$ cat config.mk
export PLATFORM = sky130hd
export DESIGN_NAME = pflash_host_ctrl
export DESIGN_NICKNAME = d
export VERILOG_FILES = /design/src/rtl/pfh_pkg.sv /design/src/rtl/pfh_sync.sv /design/src/rtl/pfh_arm.sv /design/src/rtl/pfh_seq.sv /design/src/rtl/pflash_host_ctrl.sv
export SDC_FILE = /design/constraint.sdc
export NUM_CORES = 1
export LEC_CHECK = 0
export ABC_AREA = 1
export CAP_MARGIN = 20
export CELL_PAD_IN_SITES_DETAIL_PLACEMENT = 0
export CELL_PAD_IN_SITES_GLOBAL_PLACEMENT = 2
export CORE_ASPECT_RATIO = 1.75
export CORE_MARGIN = 2
export CORE_UTILIZATION = 33
export CTS_BUF_LIST = sky130_fd_sc_hd__clkbuf_8 sky130_fd_sc_hd__clkbuf_16
export DETAILED_ROUTE_END_ITERATION = 16
export GPL_ROUTABILITY_DRIVEN = 0
export PLACE_DENSITY_LB_ADDON = 0.08
export REMOVE_ABC_BUFFERS = 1
export SETUP_SLACK_MARGIN = 0.3
export SLEW_MARGIN = 20
export SYNTH_ARGS = -nofsm -noshare
export SYNTH_HDL_FRONTEND = slang
export SYNTH_SLANG_ARGS = --single-unit
$ cat constraint.sdc
create_clock -name clk -period 2.2 [get_ports clk]
set_input_delay 0.22 -clock clk [delete_from_list [all_inputs] [get_ports clk]]
set_output_delay 0.22 -clock clk [all_outputs]
set_load 0.005 [all_outputs]
$ cat src/rtl/pfh_pkg.sv
package pfh_pkg;

  typedef enum logic [1:0] {
    OP_NONE   = 2'd0,
    OP_BYTE   = 2'd1,
    OP_BURST  = 2'd2,
    OP_VERIFY = 2'd3
  } op_e;

  // code = {P3[7:6], P2[7:6]}
  function automatic op_e decode_op(input logic [3:0] code);
    case (code)
      4'b1110: decode_op = OP_BYTE;
      4'b0110: decode_op = OP_BURST;
      4'b1100: decode_op = OP_VERIFY;
      default: decode_op = OP_NONE;
    endcase
  endfunction

  function automatic logic is_read_id(input logic [3:0] code);
    is_read_id = (code == 4'b0000);
  endfunction

endpackage

$ cat src/rtl/pfh_sync.sv
module pfh_sync #(
  parameter int W = 8
) (
  input  logic         clk,
  input  logic         rst_n,
  input  logic [W-1:0] d,
  output logic [W-1:0] q
);

  logic [W-1:0] meta_q;
  logic [W-1:0] sync_q;

  always_ff @(posedge clk or negedge rst_n) begin
    if (!rst_n) begin
      meta_q <= '0;
      sync_q <= '0;
    end else begin
      meta_q <= d;
      sync_q <= meta_q;
    end
  end

  assign q = sync_q;

endmodule

$ cat src/rtl/pfh_arm.sv
module pfh_arm #(
  parameter int ARM_CYCLES = 32000
) (
  input  logic clk,
  input  logic rst_n,
  input  logic host,
  input  logic read_id,
  output logic armed
);

  localparam int CW = $clog2(ARM_CYCLES + 1);
  localparam logic [CW-1:0] CNT_LAST = CW'(ARM_CYCLES - 1);

  logic [CW-1:0] cnt_q, cnt_d;
  logic          armed_q, armed_d;

  always_comb begin
    cnt_d   = cnt_q;
    armed_d = armed_q;
    if (!host) begin
      cnt_d   = '0;
      armed_d = 1'b0;
    end else if (!armed_q) begin
      if (read_id) begin
        if (cnt_q == CNT_LAST) begin
          armed_d = 1'b1;
        end else begin
          cnt_d = cnt_q + 1'b1;
        end
      end else begin
        cnt_d = '0;
      end
    end
  end

  always_ff @(posedge clk or negedge rst_n) begin
    if (!rst_n) begin
      cnt_q   <= '0;
      armed_q <= 1'b0;
    end else begin
      cnt_q   <= cnt_d;
      armed_q <= armed_d;
    end
  end

  assign armed = armed_q;

endmodule

$ cat src/rtl/pfh_seq.sv
module pfh_seq
  import pfh_pkg::*;
#(
  parameter int BUSY_CYCLES = 640,
  parameter int ROW_BYTES   = 128
) (
  input  logic        clk,
  input  logic        rst_n,
  input  logic        start,
  input  op_e         op,
  input  logic [15:0] addr_in,
  input  logic        vclear,
  input  logic [7:0]  fl_rdata,
  output logic        busy,
  output logic        fl_we,
  output logic        fl_re,
  output logic [15:0] fl_addr,
  output logic [7:0]  vdata,
  output logic        vvalid
);

  localparam int YW = (BUSY_CYCLES > 1) ? $clog2(BUSY_CYCLES) : 1;
  localparam int BW = (ROW_BYTES > 1) ? $clog2(ROW_BYTES) : 1;
  localparam logic [YW-1:0] CYC_LAST  = YW'(BUSY_CYCLES - 1);
  localparam logic [BW-1:0] BYTE_LAST = BW'(ROW_BYTES - 1);
  localparam logic [15:0]   ROW_MASK  = ~16'(ROW_BYTES - 1);

  logic          busy_q, busy_d;
  logic          burst_q, burst_d;
  logic [YW-1:0] cyc_q, cyc_d;
  logic [BW-1:0] byte_q, byte_d;
  logic [15:0]   addr_q, addr_d;
  logic          re_q, re_d;
  logic [7:0]    vdata_q, vdata_d;
  logic          vvalid_q, vvalid_d;

  always_comb begin
    busy_d   = busy_q;
    burst_d  = burst_q;
    cyc_d    = cyc_q;
    byte_d   = byte_q;
    addr_d   = addr_q;
    re_d     = 1'b0;
    vdata_d  = vdata_q;
    vvalid_d = vvalid_q;

    if (busy_q) begin
      if (cyc_q == CYC_LAST) begin
        if (burst_q && (byte_q != BYTE_LAST)) begin
          byte_d = byte_q + 1'b1;
          cyc_d  = '0;
          addr_d = addr_q + 16'd1;
        end else begin
          busy_d = 1'b0;
        end
      end else begin
        cyc_d = cyc_q + 1'b1;
      end
    end else if (start) begin
      case (op)
        OP_BYTE: begin
          busy_d  = 1'b1;
          burst_d = 1'b0;
          cyc_d   = '0;
          byte_d  = '0;
          addr_d  = addr_in;
        end
        OP_BURST: begin
          busy_d  = 1'b1;
          burst_d = 1'b1;
          cyc_d   = '0;
          byte_d  = '0;
          addr_d  = addr_in & ROW_MASK;
        end
        OP_VERIFY: begin
          re_d   = 1'b1;
          addr_d = addr_in;
        end
        default: ;
      endcase
    end

    if (start || vclear) begin
      vvalid_d = 1'b0;
    end
    if (re_q) begin
      vvalid_d = 1'b1;
      vdata_d  = fl_rdata;
    end
  end

  always_ff @(posedge clk or negedge rst_n) begin
    if (!rst_n) begin
      busy_q   <= 1'b0;
      burst_q  <= 1'b0;
      cyc_q    <= '0;
      byte_q   <= '0;
      addr_q   <= '0;
      re_q     <= 1'b0;
      vdata_q  <= '0;
      vvalid_q <= 1'b0;
    end else begin
      busy_q   <= busy_d;
      burst_q  <= burst_d;
      cyc_q    <= cyc_d;
      byte_q   <= byte_d;
      addr_q   <= addr_d;
      re_q     <= re_d;
      vdata_q  <= vdata_d;
      vvalid_q <= vvalid_d;
    end
  end

  assign busy    = busy_q;
  assign fl_we   = busy_q && (cyc_q == '0);
  assign fl_re   = re_q;
  assign fl_addr = addr_q;
  assign vdata   = vdata_q;
  assign vvalid  = vvalid_q;

endmodule

$ cat src/rtl/pflash_host_ctrl.sv
module pflash_host_ctrl
  import pfh_pkg::*;
#(
  parameter int ARM_CYCLES  = 32000,
  parameter int BUSY_CYCLES = 640,
  parameter int ROW_BYTES   = 128,
  parameter int LOCK_BLKS   = 4
) (
  input  logic                 clk,
  input  logic                 rst_n,
  input  logic                 pin_rst,
  input  logic                 pin_psen_n,
  input  logic                 pin_strobe_n,
  input  logic [7:0]           p0_in,
  input  logic [7:0]           p1_in,
  input  logic [7:0]           p2_in,
  input  logic [3:0]           p3_hi,
  input  logic [LOCK_BLKS-1:0] blk_lock,
  input  logic [7:0]           fl_rdata,
  output logic [7:0]           p0_out,
  output logic                 p0_oe,
  output logic                 rdy_busy_n,
  output logic                 cpu_rst_o,
  output logic                 osc_en,
  output logic [15:0]          fl_addr,
  output logic [7:0]           fl_wdata,
  output logic                 fl_we,
  output logic                 fl_re
);

  localparam int BB = $clog2(LOCK_BLKS);
  localparam int SW = 3 + 8 + 8 + 8 + 4;

  logic [SW-1:0] pins_s;
  logic          rst_s, psen_n_s, stb_n_s;
  logic [7:0]    p0_s, p1_s, p2_s;
  logic [3:0]    p3_s;

  pfh_sync #(.W(SW)) u_sync (
    .clk   (clk),
    .rst_n (rst_n),
    .d     ({pin_rst, pin_psen_n, pin_strobe_n, p0_in, p1_in, p2_in, p3_hi}),
    .q     (pins_s)
  );

  assign {rst_s, psen_n_s, stb_n_s, p0_s, p1_s, p2_s, p3_s} = pins_s;

  logic        host_q, host_d;
  logic        stb_prev_q;
  logic [15:0] addr;
  logic [3:0]  code;
  op_e         op;
  logic        armed;
  logic        busy;
  logic        lock_hit;
  logic        accept;
  logic        vvalid;
  logic [7:0]  vdata;

  always_comb begin
    host_d = host_q;
    if (!rst_s) begin
      host_d = 1'b0;
    end else if (!psen_n_s) begin
      host_d = 1'b1;
    end
  end

  always_ff @(posedge clk or negedge rst_n) begin
    if (!rst_n) begin
      host_q     <= 1'b0;
      stb_prev_q <= 1'b0;
    end else begin
      host_q     <= host_d;
      stb_prev_q <= stb_n_s;
    end
  end

  assign addr     = {p3_s[1:0], p2_s[5:0], p1_s};
  assign code     = {p3_s[3:2], p2_s[7:6]};
  assign op       = decode_op(code);
  assign lock_hit = blk_lock[addr[15 -: BB]];
  assign accept   = stb_prev_q && !stb_n_s && host_q && armed && !busy
                    && (op != OP_NONE) && !lock_hit;

  pfh_arm #(.ARM_CYCLES(ARM_CYCLES)) u_arm (
    .clk     (clk),
    .rst_n   (rst_n),
    .host    (host_q),
    .read_id (is_read_id(code)),
    .armed   (armed)
  );

  pfh_seq #(.BUSY_CYCLES(BUSY_CYCLES), .ROW_BYTES(ROW_BYTES)) u_seq (
    .clk      (clk),
    .rst_n    (rst_n),
    .start    (accept),
    .op       (op),
    .addr_in  (addr),
    .vclear   (!host_q || (op != OP_VERIFY)),
    .fl_rdata (fl_rdata),
    .busy     (busy),
    .fl_we    (fl_we),
    .fl_re    (fl_re),
    .fl_addr  (fl_addr),
    .vdata    (vdata),
    .vvalid   (vvalid)
  );

  assign fl_wdata   = p0_s;
  assign p0_out     = vdata;
  assign p0_oe      = host_q && vvalid;
  assign rdy_busy_n = !busy;
  assign cpu_rst_o  = rst_s || host_q;
  assign osc_en     = host_q;

endmodule

==> qor.yml, run 1 <==
cp_max_fo: 3
async_flop_share_pct: 100
worst-slew-pin-transition_ps: 537
ys_seq_area_share_pct: 54.6
status: "complete, no violations"
clock_skew_ps: 11.1
start_kind: "flip-flop"
fillers: 1686
netlist_instances: 652
syn_area_mm2: 0.00573
worstHoldPathType: "input port to asynchronous set/reset pin"
setup_viol: 0
drtPass1Iterations: 6
layout-drive-gt1-share_pct: 15.4
instances_no_fill: 1000
fp.dieH_um: 178
dp.cells: 956
regArea_mm2: 0.00313
period_share_pct: 84.7
die_area_mm2: 0.0185
cts_tree: "yes"
grt_max_degree: 75
cap_viol_max_count: 0
syn_area_per_cell_um2: 8.78
viasPerCell: 4.62
initial_core_util_pct: 33.8
fmax_ghz: 0.537
clock_path_buffers: 2
finalPower_mw: 5.31
finalHoldViolCount: 0
grtUsageMet3_pct: 3.40
port_buffers: 82
ios: 83
drtAntennaViolNets: 0
final_common_cell: "nand2_1"
synth_cell_types: 39
power_leakage_nw: 3.57
mostFrequentLayoutCells: "177 x nand2_1, 124 x dfrtp_1, 80 x clkdlybuf4s50_1"
numCtsBuffers: 17
ir_worst_vdd_mv: 0.424
die_x_um: 104
synth_seq_cells: 125
fin_util_pct: 45.1
vias: 4624
max_stage_delay_ps: 420
drt-initial-drc-count: 146
worstPathArrival_ps: 1640
path_clk_slew_ps: 70
remaining_drc_errors: 0
cts-root-buf: "clkbuf_16"
synthFlopType: "dfrtp_1"
wl_per_cell_um: 15.2
critical_path_required_ps: 1980
path_class: "flip-flop to output port"
yosysWarnings: 0
core_area_mm2: 0.0169
cp_slowest_cell: "dfrtp_1"
slew_headroom_pct: 64.2
post-dp-hpwl_um: 11100
insertion_delay_ps: 410
track_usage_pct: 17.3
finalSetupTns_ps: 0
busiest_layer: "met2"
grt_pass1_vias: 4815
worst_setup_path_end_kind: "output port"
area_growth_pct: 33.4
cts_sinks: 125
gr-total-overflow: 0
grt_pass1_wl_um: 24700
grt_use_met1_pct: 17.7
final_nets: 813
num_rows: 63
fin_hold_ws_ps: 175
slew_viol_final: 0
multi_input_area_mm2: 0.00233
h-tree-depth: 4
power.density_mw_per_mm2: 695
rsz0062_at_grt: "true"
crit_chain: "inv_2, ha_4, nand4_1, nor4_2, buf_2"
antenna_found_initial: 0
synth_edf_count: 0
reg2reg_depth: 11
grtUsageMet2_pct: 34.2
min_period_ps: 1860
totalWireLength_um: 15200
-- kinds of logic after synthesis --
| kind of cell | Yosys count | synth area share (%) |
|---|---|---|
| buf+inv | 93 | 7.30 |
| mux | 8 | 1.57 |
| simple gates | 352 | 27.8 |
| fa+ha+maj | 9 | 1.97 |
| flops | 125 | 54.6 |
| compound gates | 60 | 5.99 |
| xor+xnor | 5 | 0.765 |
-- metal layers --
metal | routed length, um | share of wire [%]
met5 | 0 | 0
met4 | 201 | 1.3
met3 | 371 | 2.4
met2 | 8740 | 57
met1 | 5930 | 39
-- final cells by class --
type,count,area share (%)
clock inverters,15,1.95
clock buffers,17,5.57
multi-input cells,435,30.5
repair buffers,105,13.5
well taps,227,3.72
flip-flops and latches,125,41.0
diodes,1,0.0327
inverters,75,3.72
-- sequential cells by signal, summed over array words and instances (netlist names) --
signal         count
osc_en             1
stb_prev_q         1
u_arm.armed        1
u_arm.cnt_q       15
u_seq.burst_q      1
u_seq.busy         1
u_seq.byte_q       7
u_seq.cyc_q       10
u_seq.fl_addr     16
u_seq.fl_re        1
u_seq.vdata        8
u_seq.vvalid       1
u_sync.meta_q     31
u_sync.q          31
-- worst paths after layout --
kind	startpoint	endpoint	slack, ps
min in group clk	p0_in[3]	u_sync.meta_q[23]$_DFF_PN0_	240
worst max register to register	u_sync.q[3]$_DFF_PN0_	u_seq.byte_q[5]$_DFFE_PN0P_	400
max in group asynchronous	rst_n	u_sync.q[1]$_DFF_PN0_	1270
worst min-delay path	rst_n	u_sync.meta_q[15]$_DFF_PN0_	170
worst max-delay path	u_seq.cyc_q[1]$_DFFE_PN0P_	fl_we	340
worst min register to register	u_sync.meta_q[20]$_DFF_PN0_	u_sync.q[20]$_DFF_PN0_	340
-- worst max-delay path, delay by kind of cell, from the launching register on --
| kind | cells | cell delay (ps) |
|---|---|---|
| buf+inv | 2 | 250 |
| flops | 1 | 420 |
| simple gates | 2 | 430 |
| fa+ha+maj | 1 | 120 |
-- timing repair --
action | 4_1_cts | 5_1_grt
pin swaps | 1 | 13
hold buffers | 1 | 0
setup buffers | 3 | 6
gates resized for setup | 11 | 32
endpoints found under the hold margin | 82 | 0
endpoints found under the setup margin | 14 | 39
gates cloned | 0 | 1
-- synthesized netlist by cell type (all sizes together), types with 3 or more instances --
cell type    n  share of area, %
a21oi       13               1.3
a22oi        3              0.39
buf         16               2.2
dfrtp      125                55
ha           9               2.0
inv         74               4.9
mux2         8               1.6
nand2      190                13
nand3       65               5.9
nand3b       3              0.39
nand4       18               2.1
nor2        72               5.8
o21ai       38               3.5
o21bai       3              0.39
xor2         5              0.76
-- through the flow --
| step | worst slack (ps) | area, um2 |
|---|---|---|
| finish | 337 | 7640 |
| global route | 233 | 7640 |
| CTS | 282 | 7450 |
| detailed placement | 159 | 6810 |
| global placement | 220 | 6810 |
| floorplan | 278 | 5590 |
-- where the power goes --
group / leakage (nW) / switching (mW) / internal, mW
clock: 0.277 / 1.22 / 1.51
combinational: 1.77 / 0.0944 / 0.108
sequential: 1.53 / 0.0261 / 2.36
Note: power is estimated with default switching activity, not from simulation.
==> run 2: changes to the inputs <==
--- a/config.mk
+++ b/config.mk
@@ -11,7 +11,7 @@
 export CELL_PAD_IN_SITES_GLOBAL_PLACEMENT = 2
 export CORE_ASPECT_RATIO = 1.75
 export CORE_MARGIN = 2
-export CORE_UTILIZATION = 33
+export CORE_UTILIZATION = 30
 export CTS_BUF_LIST = sky130_fd_sc_hd__clkbuf_8 sky130_fd_sc_hd__clkbuf_16
 export DETAILED_ROUTE_END_ITERATION = 16
 export GPL_ROUTABILITY_DRIVEN = 0
==> constraint.sdc (replaced) <==
create_clock -name clk -period 1.6 [get_ports clk]
set_input_delay 0.16 -clock clk [delete_from_list [all_inputs] [get_ports clk]]
set_output_delay 0.16 -clock clk [all_outputs]
set_load 0.005 [all_outputs]
==> run 2 against run 1 <==
The flow now finishes with violations (negative setup slack); die area rose by 9.7%; critical endpoint is now u_seq.vvalid$_DFFE_PN0P_; clock-buffer cell count did not move; cell count rose by 13%; largest power group unchanged; clock power rose by 34%; highest routed layer unchanged; clock skew fell by 0.57 ps; power rose by 37%; flip-flop and latch count did not move.
==> qor.yml, run 2 (synthesis gave the netlist of run 1 again) <==
status: "finished, violations left"  # was complete, no violations
ios: 83  # unchanged
min_period_ps: 1830
regArea_mm2: 0.00314  # was 0.00313 mm2
period_share_pct: 115
layout-drive-gt1-share_pct: 36.0  # was 15.4%
start_kind: "flip-flop"  # unchanged
ir_worst_vdd_mv: 0.667  # was 0.424 mV
port_buffers: 82  # unchanged
core_area_mm2: 0.0187  # was 0.0169 mm2
numCtsBuffers: 17  # unchanged
power_leakage_nw: 4.46  # was 3.57 nW
cts-root-buf: "clkbuf_16"  # unchanged
finalWorstSetupSlack_ps: -234  # was 337 ps
instances_no_fill: 1130  # was 1,000
cts_sinks: 125  # unchanged
dp.cells: 1035  # was 956
num_rows: 66  # was 63
finalSetupTns_ps: -8500  # was 0 ps
clock_path_buffers: 2  # unchanged
worst_setup_path_end_kind: "flip-flop"  # was output port
fillers: 1894  # was 1,686
wl_per_cell_um: 15.8  # was 15.2 um
initial_core_util_pct: 30.7  # was 33.8%
remaining_drc_errors: 0  # unchanged
reg2reg_depth: 11  # unchanged
cp_max_fo: 3  # unchanged
cp_slowest_cell: "dfrtp_1"  # unchanged
area_growth_pct: 58.7  # was 33.4%
track_usage_pct: 18.4  # was 17.3%
critical_path_required_ps: 1920  # was 1980 ps
slew_headroom_pct: 73.2  # was 64.2%
gr-total-overflow: 0  # unchanged
diodes: 0  # was 1
final_nets: 933  # was 813
finalHoldViolCount: 0  # unchanged
grt_max_degree: 53  # was 75
multi_input_area_mm2: 0.00270  # was 0.00233 mm2
max_stage_delay_ps: 390  # was 420 ps
final_common_cell: "nand2_1"  # unchanged
dp_worst_setup_slack_ps: -368  # was 159 ps
r2r-end: "u_seq.vvalid$_DFFE_PN0P_"  # was u_seq.byte_q[5]$_DFFE_PN0P_
die_area_mm2: 0.0203  # was 0.0185 mm2
vias: 5203  # was 4,624
clock_skew_ps: 10.5  # was 11.1 ps
r2r_slack_ps: -230  # was 400 ps
crit_chain: "nor2_2, inv_1, nand4_1, ha_2, nor2_4, nand2_2, nor2_4, nand3_4, buf_6, buf_6, a31o_2"  # was inv_2, ha_4, nand4_1, nor4_2, buf_2
drt-initial-drc-count: 202  # was 146
startpoint: "u_sync.q[3]$_DFF_PN0_"  # was u_seq.cyc_q[1]$_DFFE_PN0P_
fp.dieH_um: 187  # was 178 um
power.density_mw_per_mm2: 803  # was 695 mW/mm2
h-tree-depth: 4  # unchanged
worstPathArrival_ps: 2150  # was 1640 ps
insertion_delay_ps: 430  # was 410 ps
fmax_ghz: 0.545
grt_pass1_wl_um: 27900  # was 24,700 um
cts_tree: "yes"  # unchanged
mostFrequentLayoutCells: "148 x nand2_1, 118 x dfrtp_1, 101 x buf_4"  # was 177 x nand2_1, 124 x dfrtp_1, 80 x clkdlybuf4s50_1
post-dp-hpwl_um: 11800  # was 11,100 um
grt_pass1_vias: 5499  # was 4,815
worst-slew-pin-transition_ps: 402  # was 537 ps
cap_viol_max_count: 0  # unchanged
totalWireLength_um: 17800  # was 15,200 um
drtAntennaViolNets: 0  # unchanged
viasPerCell: 4.60  # was 4.62
fin_hold_ws_ps: 165  # was 175 ps
worstHoldPathType: "input port to flip-flop"  # was input port to asynchronous set/reset pin
path_clk_slew_ps: 60  # was 70 ps
path_class: "flip-flop to flip-flop"  # was flip-flop to output port
r2r-start: "u_sync.q[3]$_DFF_PN0_"  # unchanged
antenna_found_initial: 0  # unchanged
finalPower_mw: 7.29  # was 5.31 mW
slew_viol_final: 0  # unchanged
setup_viol: 54  # was 0
failed_checks: "negative setup slack"
endpoint: "u_seq.vvalid$_DFFE_PN0P_"  # was fl_we
rsz0062_at_grt: "true"  # unchanged
die_x_um: 108  # was 104 um
drtPass1Iterations: 4  # was 6
run 2: changes by cell type in the layout (fill, tap and decap cells not counted), moves of 13 or more:
cell             before  now
buf_4                18  101
nand2_1             177  148
nand3_1              60   43
nand3_2               4   19
o21ai_2               1   14
buf_6                 2   35
clkdlybuf4s50_1      80   43
dlygate4sd2_1         0   23
nand2_2               7   26
run 2: per-layer routing:
layer,wire (um),global-route usage [%],vias up
li1,-,-,2544
met5,0,0,-
met1,6320,18.0,2546
met4,535,7.69,0
met3,531,3.91,26
met2,10400,35.6,87
run 2: repair_timing:
item,in CTS,in global routing
pin swaps,32,29
resized for setup,194,61
endpoints found under the setup margin,91,66
endpoints found under the hold margin,18,0
cloned,5,1
hold buffers,1,0
setup buffers,46,10
run 2: worst min path at each step:
| stage | start | end | slack (ps) | cells after the start |
|---|---|---|---|---|
| 2_1_floorplan | rst_n | osc_en$_DFFE_PN0P_ | -140 | 0 |
| 3_3_place_gp | rst_n | u_sync.q[8]$_DFF_PN0_ | 100 | 1 |
| 6_report | p0_in[0] | u_sync.meta_q[20]$_DFF_PN0_ | 170 | 1 |
| 4_1_cts | p0_in[0] | u_sync.meta_q[20]$_DFF_PN0_ | 150 | 1 |
| 3_5_place_dp | rst_n | u_sync.q[4]$_DFF_PN0_ | 110 | 1 |
| 5_1_grt | p0_in[1] | u_sync.meta_q[21]$_DFF_PN0_ | 150 | 1 |
run 2: critical path, delay by kind of cell, from the launching register on:
| family | cells | cell delay (ps) |
|---|---|---|
| simple gates | 6 | 580 |
| compound gates | 1 | 190 |
| flops | 1 | 390 |
| buf+inv | 3 | 320 |
| fa+ha+maj | 1 | 230 |
run 2: area by class of cell:
class,count,share of cell area [%]
inverters,75,3.26
clock inverters,15,1.43
well taps,238,3.28
repair inverters,3,0.482
repair buffers,221,22.6
flip-flops and latches,125,34.5
clock buffers,17,4.68
multi-input cells,436,29.7
run 2: metrics by stage:
| step | utilization [%] | cell area, um2 |
|---|---|---|
| after floorplan | - | 5590 |
| after global placement | 39.5 | 7370 |
| final | 48.7 | 9090 |
| after detailed placement | 39.5 | 7370 |
| after CTS | 47.1 | 8780 |
| after global routing | 48.7 | 9090 |
run 2: report_power, final:
part | total, mW | internal [mW] | switching (mW)
registers | 3.28 | 3.24 | 0.0320
clock network | 3.67 | 2.03 | 1.64
logic | 0.349 | 0.189 | 0.160
